`config.mk`:
```
export PLATFORM = sky130hd
export DESIGN_NAME = nxpc_unit
export DESIGN_NICKNAME = d
export VERILOG_FILES = /design/src/rtl/nxpc_pkg.sv /design/src/rtl/nxpc_targets.sv /design/src/rtl/nxpc_cond.sv /design/src/rtl/nxpc_unit.sv
export SDC_FILE = /design/constraint.sdc
export NUM_CORES = 1
export LEC_CHECK = 0
export CORE_MARGIN = 3
export CORE_UTILIZATION = 45
export CTS_BUF_LIST = sky130_fd_sc_hd__clkbuf_4
export DETAILED_ROUTE_END_ITERATION = 10
export GPL_TIMING_DRIVEN = 0
export PLACE_DENSITY_LB_ADDON = 0.25
export SLEW_MARGIN = 20
export SYNTH_ARGS = -nofsm -noshare
export SYNTH_HDL_FRONTEND = slang
export SYNTH_HIERARCHICAL = 1
export SYNTH_SLANG_ARGS = --single-unit
```
`constraint.sdc`:
```
create_clock -name clk -period 5.4 [get_ports clk]
set_input_delay 1.08 -clock clk [delete_from_list [all_inputs] [get_ports clk]]
set_output_delay 1.08 -clock clk [all_outputs]
set_load 0.01 [all_outputs]
```
`src/rtl/nxpc_pkg.sv`:
```
package nxpc_pkg;
  localparam int AW     = 16;
  localparam int DW     = 8;
  localparam int PAGE_W = 3;
  localparam int ABS_W  = DW + PAGE_W;

  typedef enum logic [3:0] {
    OP_SEQ    = 4'd0,
    OP_SHORT  = 4'd1,
    OP_ABS    = 4'd2,
    OP_LONG   = 4'd3,
    OP_INDIR  = 4'd4,
    OP_JC     = 4'd5,
    OP_JNC    = 4'd6,
    OP_JB     = 4'd7,
    OP_JNB    = 4'd8,
    OP_JBC    = 4'd9,
    OP_JZ     = 4'd10,
    OP_JNZ    = 4'd11,
    OP_DJNZ   = 4'd12,
    OP_CJNE   = 4'd13,
    OP_TBL_PC = 4'd14,
    OP_TBL_DP = 4'd15
  } br_op_e;

  typedef struct packed {
    logic [AW-1:0] npc;
    logic          taken;
    logic          bit_clr;
    logic [AW-1:0] code_addr;
    logic          cmp_carry;
    logic [DW-1:0] cnt_dec;
  } br_res_t;
endpackage

```
`src/rtl/nxpc_targets.sv`:
```
module nxpc_targets
  import nxpc_pkg::*;
(
  input  logic [AW-1:0]     seq_pc,
  input  logic [PAGE_W-1:0] page,
  input  logic [DW-1:0]     byte1,
  input  logic [DW-1:0]     byte2,
  input  logic [DW-1:0]     rel_off,
  input  logic [DW-1:0]     acc,
  input  logic [AW-1:0]     dptr,
  output logic [AW-1:0]     rel_tgt,
  output logic [AW-1:0]     abs_tgt,
  output logic [AW-1:0]     long_tgt,
  output logic [AW-1:0]     dp_acc,
  output logic [AW-1:0]     pc_acc
);
  localparam int EXT_W = AW - DW;

  logic [AW-1:0] rel_ext;
  logic [AW-1:0] acc_ext;

  assign rel_ext  = {{EXT_W{rel_off[DW-1]}}, rel_off};
  assign acc_ext  = {{EXT_W{1'b0}}, acc};
  assign rel_tgt  = seq_pc + rel_ext;
  assign abs_tgt  = {seq_pc[AW-1:ABS_W], page, byte1};
  assign long_tgt = {byte1, byte2};
  assign dp_acc   = dptr + acc_ext;
  assign pc_acc   = seq_pc + acc_ext;
endmodule

```
`src/rtl/nxpc_cond.sv`:
```
module nxpc_cond
  import nxpc_pkg::*;
(
  input  br_op_e        op,
  input  logic          carry_in,
  input  logic          bit_in,
  input  logic [DW-1:0] acc,
  input  logic [DW-1:0] cmp_a,
  input  logic [DW-1:0] cmp_b,
  input  logic [DW-1:0] cnt_in,
  output logic          is_cond,
  output logic          cond_ok,
  output logic          bit_clr,
  output logic          cmp_carry,
  output logic [DW-1:0] cnt_dec
);
  logic [DW-1:0] cnt_m1;
  logic          acc_zero;

  assign cnt_m1   = cnt_in - {{(DW-1){1'b0}}, 1'b1};
  assign acc_zero = (acc == '0);

  always_comb begin
    is_cond   = 1'b1;
    cond_ok   = 1'b0;
    bit_clr   = 1'b0;
    cmp_carry = 1'b0;
    cnt_dec   = cnt_in;
    unique case (op)
      OP_JC:   cond_ok = carry_in;
      OP_JNC:  cond_ok = ~carry_in;
      OP_JB:   cond_ok = bit_in;
      OP_JNB:  cond_ok = ~bit_in;
      OP_JBC: begin
        cond_ok = bit_in;
        bit_clr = bit_in;
      end
      OP_JZ:   cond_ok = acc_zero;
      OP_JNZ:  cond_ok = ~acc_zero;
      OP_DJNZ: begin
        cnt_dec = cnt_m1;
        cond_ok = (cnt_m1 != '0);
      end
      OP_CJNE: begin
        cond_ok   = (cmp_a != cmp_b);
        cmp_carry = (cmp_a < cmp_b);
      end
      default: is_cond = 1'b0;
    endcase
  end
endmodule

```
`src/rtl/nxpc_unit.sv`:
```
module nxpc_unit
  import nxpc_pkg::*;
(
  input  logic          clk,
  input  logic          rst_n,
  input  logic          in_valid,
  output logic          in_ready,
  input  logic [3:0]    op,
  input  logic [AW-1:0] seq_pc,
  input  logic [DW-1:0] opcode,
  input  logic [DW-1:0] byte1,
  input  logic [DW-1:0] byte2,
  input  logic [DW-1:0] rel_off,
  input  logic [DW-1:0] acc,
  input  logic [AW-1:0] dptr,
  input  logic          carry_in,
  input  logic          bit_in,
  input  logic [DW-1:0] cmp_a,
  input  logic [DW-1:0] cmp_b,
  input  logic [DW-1:0] cnt_in,
  output logic          out_valid,
  input  logic          out_ready,
  output logic [AW-1:0] npc,
  output logic          taken,
  output logic          bit_clr,
  output logic [AW-1:0] code_addr,
  output logic          cmp_carry,
  output logic [DW-1:0] cnt_dec
);
  br_op_e        op_e;
  logic [AW-1:0] rel_tgt, abs_tgt, long_tgt, dp_acc, pc_acc;
  logic          is_cond, cond_ok, clr_d, cy_d;
  logic [DW-1:0] cnt_d;
  br_res_t       res_d, res_q;
  logic          accept;

  assign op_e = br_op_e'(op);

  nxpc_targets u_tgt (
    .seq_pc   (seq_pc),
    .page     (opcode[DW-1:DW-PAGE_W]),
    .byte1    (byte1),
    .byte2    (byte2),
    .rel_off  (rel_off),
    .acc      (acc),
    .dptr     (dptr),
    .rel_tgt  (rel_tgt),
    .abs_tgt  (abs_tgt),
    .long_tgt (long_tgt),
    .dp_acc   (dp_acc),
    .pc_acc   (pc_acc)
  );

  nxpc_cond u_cond (
    .op        (op_e),
    .carry_in  (carry_in),
    .bit_in    (bit_in),
    .acc       (acc),
    .cmp_a     (cmp_a),
    .cmp_b     (cmp_b),
    .cnt_in    (cnt_in),
    .is_cond   (is_cond),
    .cond_ok   (cond_ok),
    .bit_clr   (clr_d),
    .cmp_carry (cy_d),
    .cnt_dec   (cnt_d)
  );

  always_comb begin
    res_d           = '0;
    res_d.npc       = seq_pc;
    res_d.bit_clr   = clr_d;
    res_d.cmp_carry = cy_d;
    res_d.cnt_dec   = cnt_d;
    if (is_cond) begin
      res_d.taken = cond_ok;
      if (cond_ok) res_d.npc = rel_tgt;
    end else begin
      unique case (op_e)
        OP_SHORT:  begin res_d.npc = rel_tgt;  res_d.taken = 1'b1; end
        OP_ABS:    begin res_d.npc = abs_tgt;  res_d.taken = 1'b1; end
        OP_LONG:   begin res_d.npc = long_tgt; res_d.taken = 1'b1; end
        OP_INDIR:  begin res_d.npc = dp_acc;   res_d.taken = 1'b1; end
        OP_TBL_PC: res_d.code_addr = pc_acc;
        OP_TBL_DP: res_d.code_addr = dp_acc;
        default:   res_d.taken = 1'b0;
      endcase
    end
  end

  assign in_ready = ~out_valid | out_ready;
  assign accept   = in_valid & in_ready;

  always_ff @(posedge clk) begin
    if (!rst_n) begin
      out_valid <= 1'b0;
      res_q     <= '0;
    end else if (accept) begin
      out_valid <= 1'b1;
      res_q     <= res_d;
    end else if (out_ready) begin
      out_valid <= 1'b0;
    end
  end

  assign npc       = res_q.npc;
  assign taken     = res_q.taken;
  assign bit_clr   = res_q.bit_clr;
  assign code_addr = res_q.code_addr;
  assign cmp_carry = res_q.cmp_carry;
  assign cnt_dec   = res_q.cnt_dec;
endmodule

```
==> summary.md, run 1 <==
| Metric | Value |
|---|---|
| FP Rows | `39` |
| Post-DP HPWL | `between 15000 and 20000 um` |
| Most frequent CP cell | `o22ai_1` |
| Clk_skew | `~0.018 ns` |
| Layout cells sized above 1 | `0.151` |
| Port bufs | `124` |
| Max Clk Rate | `0.249 GHz` |
| Most instantiated library cell after synthesis | `nand2_1` |
| Starting Density | `0.463` |
| CTS Sinks | `44` |
| Synth top cells by count | `nand2_1, dfxtp_1, nor2_1` |
| RSZ-0062 raised after global routing | `no` |
| WL per Instance | `20.3 um` |
| Fin crit period | `4.01 ns` |
| Antenna Cells | `0` |
| Number of flops mapped to enable cells by yosys | `0` |
| Ys async rst share | `0` |
| H-tree lvl count | `2` |
| Cell taking the most area after synthesis | `dfxtp_1` |
| Hold Path Depth | `2` |
| Cts hold-fix bufs | `0` |
| First DRT Iteration DRCs | `508` |
| Hold WC Path Type | `flop to flop` |
| Hold path start | `cnt_dec[4]$_SDFFE_PN0P_` |
| Syn nets | `799` |
| Slew margin rel. | `0.403` |
| DRT Pass-1 Iters | `5` |
| Core area | `0.0115 mm2` |
| Post-Syn Instances | `649` |
| Largest net degree at the start of global routing | `13` |
| Register area share after synthesis | `0.166` |
| Worst Max-Slew Pin Slew | `slightly below 0.9 ns` |
| Gr busiest metal | `met2` |
| Synth Area per Inst | `between 8 and 9 um2` |
| Critical path cell sequence | `clkdlybuf4s50_1 -> ha_1 -> fa_1 -> a21oi_1 -> o21ai_1 -> a21oi_2 -> o22ai_1 -> mux2_1 -> a211oi_1 -> mux2i_1 -> nor3_1 -> a22oi_1 -> o22ai_1` |
| Die Ht | `115 um` |
| Die area | `0.0131 mm2` |
| Met1 global-route usage | `0.402` |
| # nets final | `930` |
| Clock Pin Slew Worst Setup and Hold Paths | `roughly 0.16 ns` |
| Die width | `115 um` |
| Req. time, crit path | `5.71 ns` |
| Reg area | `881 um2` |
| GR Overflow Total | `0` |
| Final worst-path cycle share | `0.743` |
| Data arrival, critical path | `about 4.3 ns` |
| Reg2Reg Depth | `7` |
| Top FF cell, synth | `dfxtp_1` |
| Leakage | `2.63 nW` |
| Clock latency at the later pin of the worst-skew pair | `0.36 ns` |
| Drc violations | `0` |
| Crit Path Max Fanout | `4` |
| Hold EP | `cnt_dec[4]$_SDFFE_PN0P_` |
| Number of top-level pins | `~150` |
| Detailed Route WL | `roughly 19000 um` |
| Multi-input logic area | `0.00392 mm2` |
| Post-route setup slack | `1.39 ns` |
| Startpoint Class | `primary input` |
| FILL cells | `about 1100` |
| DR vias | `5651` |
| Setup violations, final | `0` |
| Slowest cell on the critical path | `clkdlybuf4s50_1` |
| Mapped Area | `about 0.0053 mm2` |
| Area grow syn2layout | `27.8%` |
| Max-cap violations | `0` |
| Met2 Track Usage GR | `0.426` |
| Met3 global-route usage | `0.0423` |
| Vias/cell | `6.12` |
| Synth area leaders | `dfxtp_1, ha_1, a22oi_1` |
| VDD IR max | `0.0986 mV` |
| Cell Pwr Density | `167 mW/mm2` |
| TritonCTS buffer count | `5` |
| #FFs+latches synth | `44` |
| Slew Viols, Final | `0` |
| CTS tree | `yes` |
| CTS Root Cell | `clkbuf_4` |
| Final hold slack | `0.465 ns` |
| Distinct cells, synth | `70` |
| Pre-CTS setup slack | `1.06 ns` |
| Synth warn | `6` |
| Reg-to-reg startpoint | `out_valid$_SDFFE_PN0P_` |
| Worst setup EP type | `flop` |
| Clock Path Buffers | `2` |
| Worst R2R End | `code_addr[0]$_SDFFE_PN0P_` |
| Routed Antenna Nets | `0` |
| Placer congestion estimate | `0.963` |
| Total GRT Usage | `0.276` |
| Critical path class | `primary input to flop` |
| Postcts setup bufs | `0` |
| R2r setup slk | `3.37 ns` |
| Status | `finished clean` |
| Final Hold Viols | `0` |
| First-pass GRT wire length | `28800 um` |
| Setup tns final | `0 ns` |
| Initial antenna violation count | `0` |
| Top cell type's share of synthesized area | `0.166` |
| Slowest stage delay, CP | `0.51 ns` |
| Resize count post-CTS | `0` |
| Vias in the first global route | `5452` |
==> where the power goes <==
| group | switching [mW] | internal [mW] |
|---|---|---|
| sequential | 0.0183 | 0.344 |
| clock | 0.117 | 0.0604 |
| combinational | 0.314 | 0.279 |
| total | 0.450 | 0.683 |
==> flip-flops by register name, indices dropped and copies added, names as in the netlist <==
signal / cells
npc: 16
cmp_carry: 1
taken: 1
out_valid: 1
bit_clr: 1
cnt_dec: 8
code_addr: 16
==> metrics by stage <==
step / util / power, mW / instances / instance area (um2)
final: 0.592 / 1.13 / 924 / 6790
after global routing: 0.592 / 1.20 / 924 / 6790
after floorplan: - / 0.724 / 649 / 5310
after global placement: 0.587 / 0.936 / 916 / 6730
after CTS: 0.592 / 1.12 / 924 / 6790
after detailed placement: 0.587 / 0.948 / 916 / 6730
==> layout make-up <==
type | count | area share
Buffer | 70 | 0.0654
Clock buffer | 7 | 0.00774
Multi-Input combinational cell | 517 | 0.577
Tap cell | 143 | 0.0264
Clock inverter | 1 | 0.000553
Sequential cell | 44 | 0.130
Inverter | 18 | 0.00996
Timing Repair Buffer | 124 | 0.183
==> layer usage <==
| metal | up-vias | routed length (um) |
|---|---|---|
| met2 | 303 | 8080 |
| met3 | 29 | 1830 |
| li1 | 2655 | - |
| met1 | 2664 | 8450 |
| met4 | 0 | 382 |
| met5 | - | 0 |
==> placed cells by master, fill, tap and decap left out, types with 10 or more instances in the layout <==
cell / n
clkdlybuf4s50_1: 124
nand2_1: 45
dfxtp_1: 44
nor2_1: 42
a22oi_1: 41
ha_1: 41
a21oi_1: 40
buf_4: 33
xnor2_1: 27
xor2_1: 26
mux2i_1: 25
nor3_1: 25
clkbuf_1: 20
o21ai_0: 18
inv_1: 16
mux2_2: 15
nor2b_1: 14
o21bai_1: 11
nand3_1: 11
o22ai_1: 10
==> critical path, delay by kind of cell <==
kind                       cells  cell delay, ns
AOI/OAI and AO/OA              7            1.38
adders and majority gates      2            0.70
buffers and inverters          1            0.51
muxes                          2            0.48
and+or+nand+nor                1            0.18
==> worst max-delay path by stage <==
stage	start	endpoint	slack, ns	cells past startpoint
floorplan	cnt_in[2]	npc[12]$_SDFFE_PN0P_	2.06	12
global placement	seq_pc[0]	npc[14]$_SDFFE_PN0P_	1.16	13
detailed placement	seq_pc[0]	npc[14]$_SDFFE_PN0P_	1.06	13
CTS	seq_pc[0]	npc[14]$_SDFFE_PN0P_	1.41	13
global route	acc[0]	npc[10]$_SDFFE_PN0P_	1.21	12
finish	seq_pc[0]	npc[14]$_SDFFE_PN0P_	1.39	13
==> cells by family (layout without fill, tap and decap cells) <==
logic type / count (synthesis) / count (layout) / share of synthesized area
AOI/OAI and AO/OA: 199 / 199 / 0.289
adders and majority gates: 44 / 44 / 0.108
and+or+nand+nor: 180 / 180 / 0.172
DFF: 44 / 44 / 0.166
xor gates and xnor gates: 53 / 53 / 0.0874
muxes: 41 / 41 / 0.0811
buffers and inverters: 88 / 220 / 0.0964
No activity file was read; power rests on OpenSTA's default activity.
==> run 2: changes to the inputs <==
- clock period: 5.4 -> 4.05 ns (I/O delays scaled with it)
==> results of run 2 <==
The final DEF is identical to that of run 1. Status: finished clean.
Among the figures that moved: setup slack after placement 1.06 ns -> -0.0242 ns; setup slack after layout 1.39 ns -> 0.308 ns; register-to-register setup slack 3.37 ns -> 2.02 ns; total power 1.13 mW -> 1.51 mW; worst IR drop on VDD 0.0986 mV -> 0.131 mV
==> run 3: changes to the inputs <==
- ABC_AREA: not set -> 1
- HOLD_SLACK_MARGIN: not set -> 0.05
==> run 3 against run 2 <==
Against the previous run: sequential power fell by 2%; critical path depth shrank 1; highest routed layer unchanged; hold slack gained 0.012 ns; critical path type unchanged; total power rose by 4.0%; utilization shrank 1.1 points; combinational power increased by 2%; design area up 14%; non-clock buffer count decreased by 1.
==> summary.md, run 3 <==
| Metric | Value |
|---|---|
| Status | `finished clean (unchanged)` |
| Reg-to-reg startpoint | `out_valid$_SDFFE_PN0P_ (unchanged)` |
| Most frequent cells in the layout | `nand2_1, inv_1, nand3_1 (was clkdlybuf4s50_1, nand2_1, dfxtp_1)` |
| Worst Max-Slew Pin Slew | `0.474 ns (was 0.889 ns)` |
| Synth area leaders | `nand2_1, dfxtp_1, nand3_1 (was dfxtp_1, ha_1, a22oi_1)` |
| Pwr Total | `1.57 mW (was 1.51 mW)` |
| Die width | `123 um (was 115 um)` |
| Hold path start | `code_addr[1]$_SDFFE_PN0P_ (was cnt_dec[4]$_SDFFE_PN0P_)` |
| TritonCTS buffer count | `5 (unchanged)` |
| Data arrival, critical path | `3.35 ns (was 4.06 ns)` |
| Final core occ | `0.581 (was 0.592)` |
| Final worst-path cycle share | `0.764 (was 0.924)` |
| RSZ-0062 raised after global routing | `no (unchanged)` |
| VDD IR max | `0.108 mV (was 0.131 mV)` |
| Most instantiated library cell after synthesis | `nand2_1 (unchanged)` |
| Syn nets | `1265 (was 799)` |
| Area grow syn2layout | `25.1% (was 27.8%)` |
| H-tree lvl count | `2 (unchanged)` |
| Routed Antenna Nets | `0 (unchanged)` |
| Worst R2R End | `npc[12]$_SDFFE_PN0P_ (was code_addr[0]$_SDFFE_PN0P_)` |
| Cell taking the most area after synthesis | `nand2_1 (was dfxtp_1)` |
| Layout cells sized above 1 | `0.0849 (was 0.151)` |
| Max Clk Rate | `0.323 GHz (was 0.267 GHz)` |
| Hold EP | `code_addr[1]$_SDFFE_PN0P_ (was cnt_dec[4]$_SDFFE_PN0P_)` |
| Cts hold-fix bufs | `0 (unchanged)` |
| Crit Path Max Fanout | `10 (was 4)` |
| CTS Sinks | `44 (unchanged)` |
| Placer congestion estimate | `0.976 (was 0.963)` |
| GR Overflow Total | `0 (unchanged)` |
| Clock Path Buffers | `2 (unchanged)` |
| Drc violations | `0 (unchanged)` |
| Top cell type's share of synthesized area | `0.217 (was 0.166)` |
| #FFs+latches synth | `44 (unchanged)` |
| Req. time, crit path | `4.30 ns (was 4.36 ns)` |
| Top FF cell, synth | `dfxtp_1 (unchanged)` |
| WL per Instance | `14.0 um (was 20.3 um)` |
| DRT Pass-1 Iters | `6 (was 5)` |
| Post-DP HPWL | `16800 um (was 15100 um)` |
| First-pass GRT wire length | `30500 um (was 28800 um)` |
| Crit. Startpoint | `op[2] (was seq_pc[0])` |
| Most common cell after layout, fill and taps aside | `nand2_1 (was clkdlybuf4s50_1)` |
| DR vias | `7256 (was 5651)` |
| Die area | `0.0152 mm2 (was 0.0131 mm2)` |
| Largest net degree at the start of global routing | `16 (was 13)` |
| Detailed Route WL | `19900 um (was 18700 um)` |
| Setup tns final | `0 ns (unchanged)` |
| CTS Root Cell | `clkbuf_4 (unchanged)` |
| Core area | `0.0133 mm2 (was 0.0115 mm2)` |
| # nets final | `1397 (was 930)` |
| Max-cap violations | `0 (unchanged)` |
| Antenna Cells | `0 (unchanged)` |
| Fin crit period | `3.09 ns (was 3.74 ns)` |
| Number of flops mapped to enable cells by yosys | `0 (unchanged)` |
| Mapped Area | `0.00620 mm2 (was 0.00531 mm2)` |
| First DRT Iteration DRCs | `522 (was 508)` |
| Starting Density | `0.465 (was 0.463)` |
| Register area share after synthesis | `0.142 (was 0.166)` |
| Distinct cells, synth | `38 (was 70)` |
| R2r setup slk | `2.47 ns (was 2.02 ns)` |
| Total GRT Usage | `0.254 (was 0.276)` |
| Slew Viols, Final | `0 (unchanged)` |
| Hold WC Path Type | `flop to flop (unchanged)` |
| FP Rows | `42 (was 39)` |
| Reg2Reg Depth | `6 (was 7)` |
| Startpoint Class | `primary input (unchanged)` |
| Clock Pin Slew Worst Setup and Hold Paths | `0.14 ns (was 0.16 ns)` |
| Number of top-level pins | `151 (unchanged)` |
| Initial antenna violation count | `0 (unchanged)` |
| Postcts setup bufs | `0 (unchanged)` |
| Resize count post-CTS | `0 (unchanged)` |
| CTS tree | `yes (unchanged)` |
| Port bufs | `125 (was 124)` |
| Synth top cells by count | `nand2_1, inv_1, nand3_1 (was nand2_1, dfxtp_1, nor2_1)` |
| Post-Syn Instances | `1115 (was 649)` |
| Vias in the first global route | `6276 (was 5452)` |
| Slew margin rel. | `0.684 (was 0.403)` |
| Setup violations, final | `0 (unchanged)` |
| Leakage | `4.07 nW (was 2.63 nW)` |
| Final Hold Viols | `0 (unchanged)` |
| Vias/cell | `5.10 (was 6.12)` |
| Synth Area per Inst | `5.56 um2 (was 8.18 um2)` |
| Critical path class | `primary input to flop (unchanged)` |
| Synth warn | `6 (unchanged)` |
| Clk_skew | `0.0101 ns (was 0.0176 ns)` |
| Cell Pwr Density | `203 mW/mm2 (was 223 mW/mm2)` |
| Worst setup EP type | `flop (unchanged)` |
| Ys async rst share | `0 (unchanged)` |
| Die Ht | `123 um (was 115 um)` |
| Clock latency at the later pin of the worst-skew pair | `0.37 ns (was 0.36 ns)` |
| Hold Path Depth | `2 (unchanged)` |
-- run 3: changes by cell type after synthesis, sizes merged, moves of 14 or more --
cell    delta
o22ai     -18
nor2      +47
inv      +135
mux2i     -25
mux2      -16
a22oi     -41
o21ai     +39
nor2b     -14
xnor2     -25
nand2    +326
nor3      -15
o221ai    -16
a21oi     +25
nand3    +137
-- run 3: cell families after synthesis --
| kind of cell | share of synthesized area |
|---|---|
| simple gates | 0.457 |
| flops | 0.142 |
| buf+inv | 0.164 |
| compound gates | 0.115 |
| fa+ha+maj | 0.0924 |
| xor+xnor | 0.0297 |
-- run 3: critical path, cell delays in order --
cell	delay, ns
clkdlybuf4s50_1	0.68
inv_1	0.15
nor3_1	0.28
o21ai_1	0.14
nand3_1	0.11
nor2_1	0.04
nand2_1	0.05
clkbuf_1	0.33
buf_2	0.30
o21ai_0	0.19
a21oi_1	0.18
a21oi_1	0.08
-- run 3: layout make-up --
type                    instances  area (um2)
inverters                     155         583
multi-input cells             848        4300
flip-flops and latches         44         881
clock buffers                   5        37.5
repair buffers                125        1250
fillers                      1392        5590
well taps                     176         220
clock inverters                 3        46.3
plain buffers                  68         435
-- run 3: routing by layer --
metal | global-route usage | vias up | share of wire
met5 | 0 | - | 0
met1 | 0.361 | 3167 | 0.46
met3 | 0.0256 | 36 | 0.075
met4 | 0.0893 | 0 | 0.028
li1 | - | 3782 | -
met2 | 0.401 | 271 | 0.44
-- run 3: stage by stage --
stage	area (um2)	worst slack [ns]	hold WS (ns)	cells
3_3_place_gp	7670	0.576	0.455	1416
6_report	7760	0.956	0.476	1424
3_5_place_dp	7670	0.633	0.457	1416
4_1_cts	7760	1.02	0.476	1424
5_1_grt	7760	0.674	0.499	1424
2_1_floorplan	6200	1.61	0.490	1115
-- run 3: worst max-delay path by stage --
stage	to	cells after the start
6_report	npc[8]$_SDFFE_PN0P_	12
5_1_grt	npc[12]$_SDFFE_PN0P_	13
4_1_cts	npc[8]$_SDFFE_PN0P_	12
3_5_place_dp	npc[8]$_SDFFE_PN0P_	12
3_3_place_gp	npc[8]$_SDFFE_PN0P_	12
2_1_floorplan	npc[12]$_SDFFE_PN0P_	15
-- run 3: report_power, final --
part / switching [mW] / total (mW) / internal [mW]
Sequential: 0.0126 / 0.472 / 0.459
Combinational: 0.478 / 0.809 / 0.331
Clock: 0.158 / 0.290 / 0.132
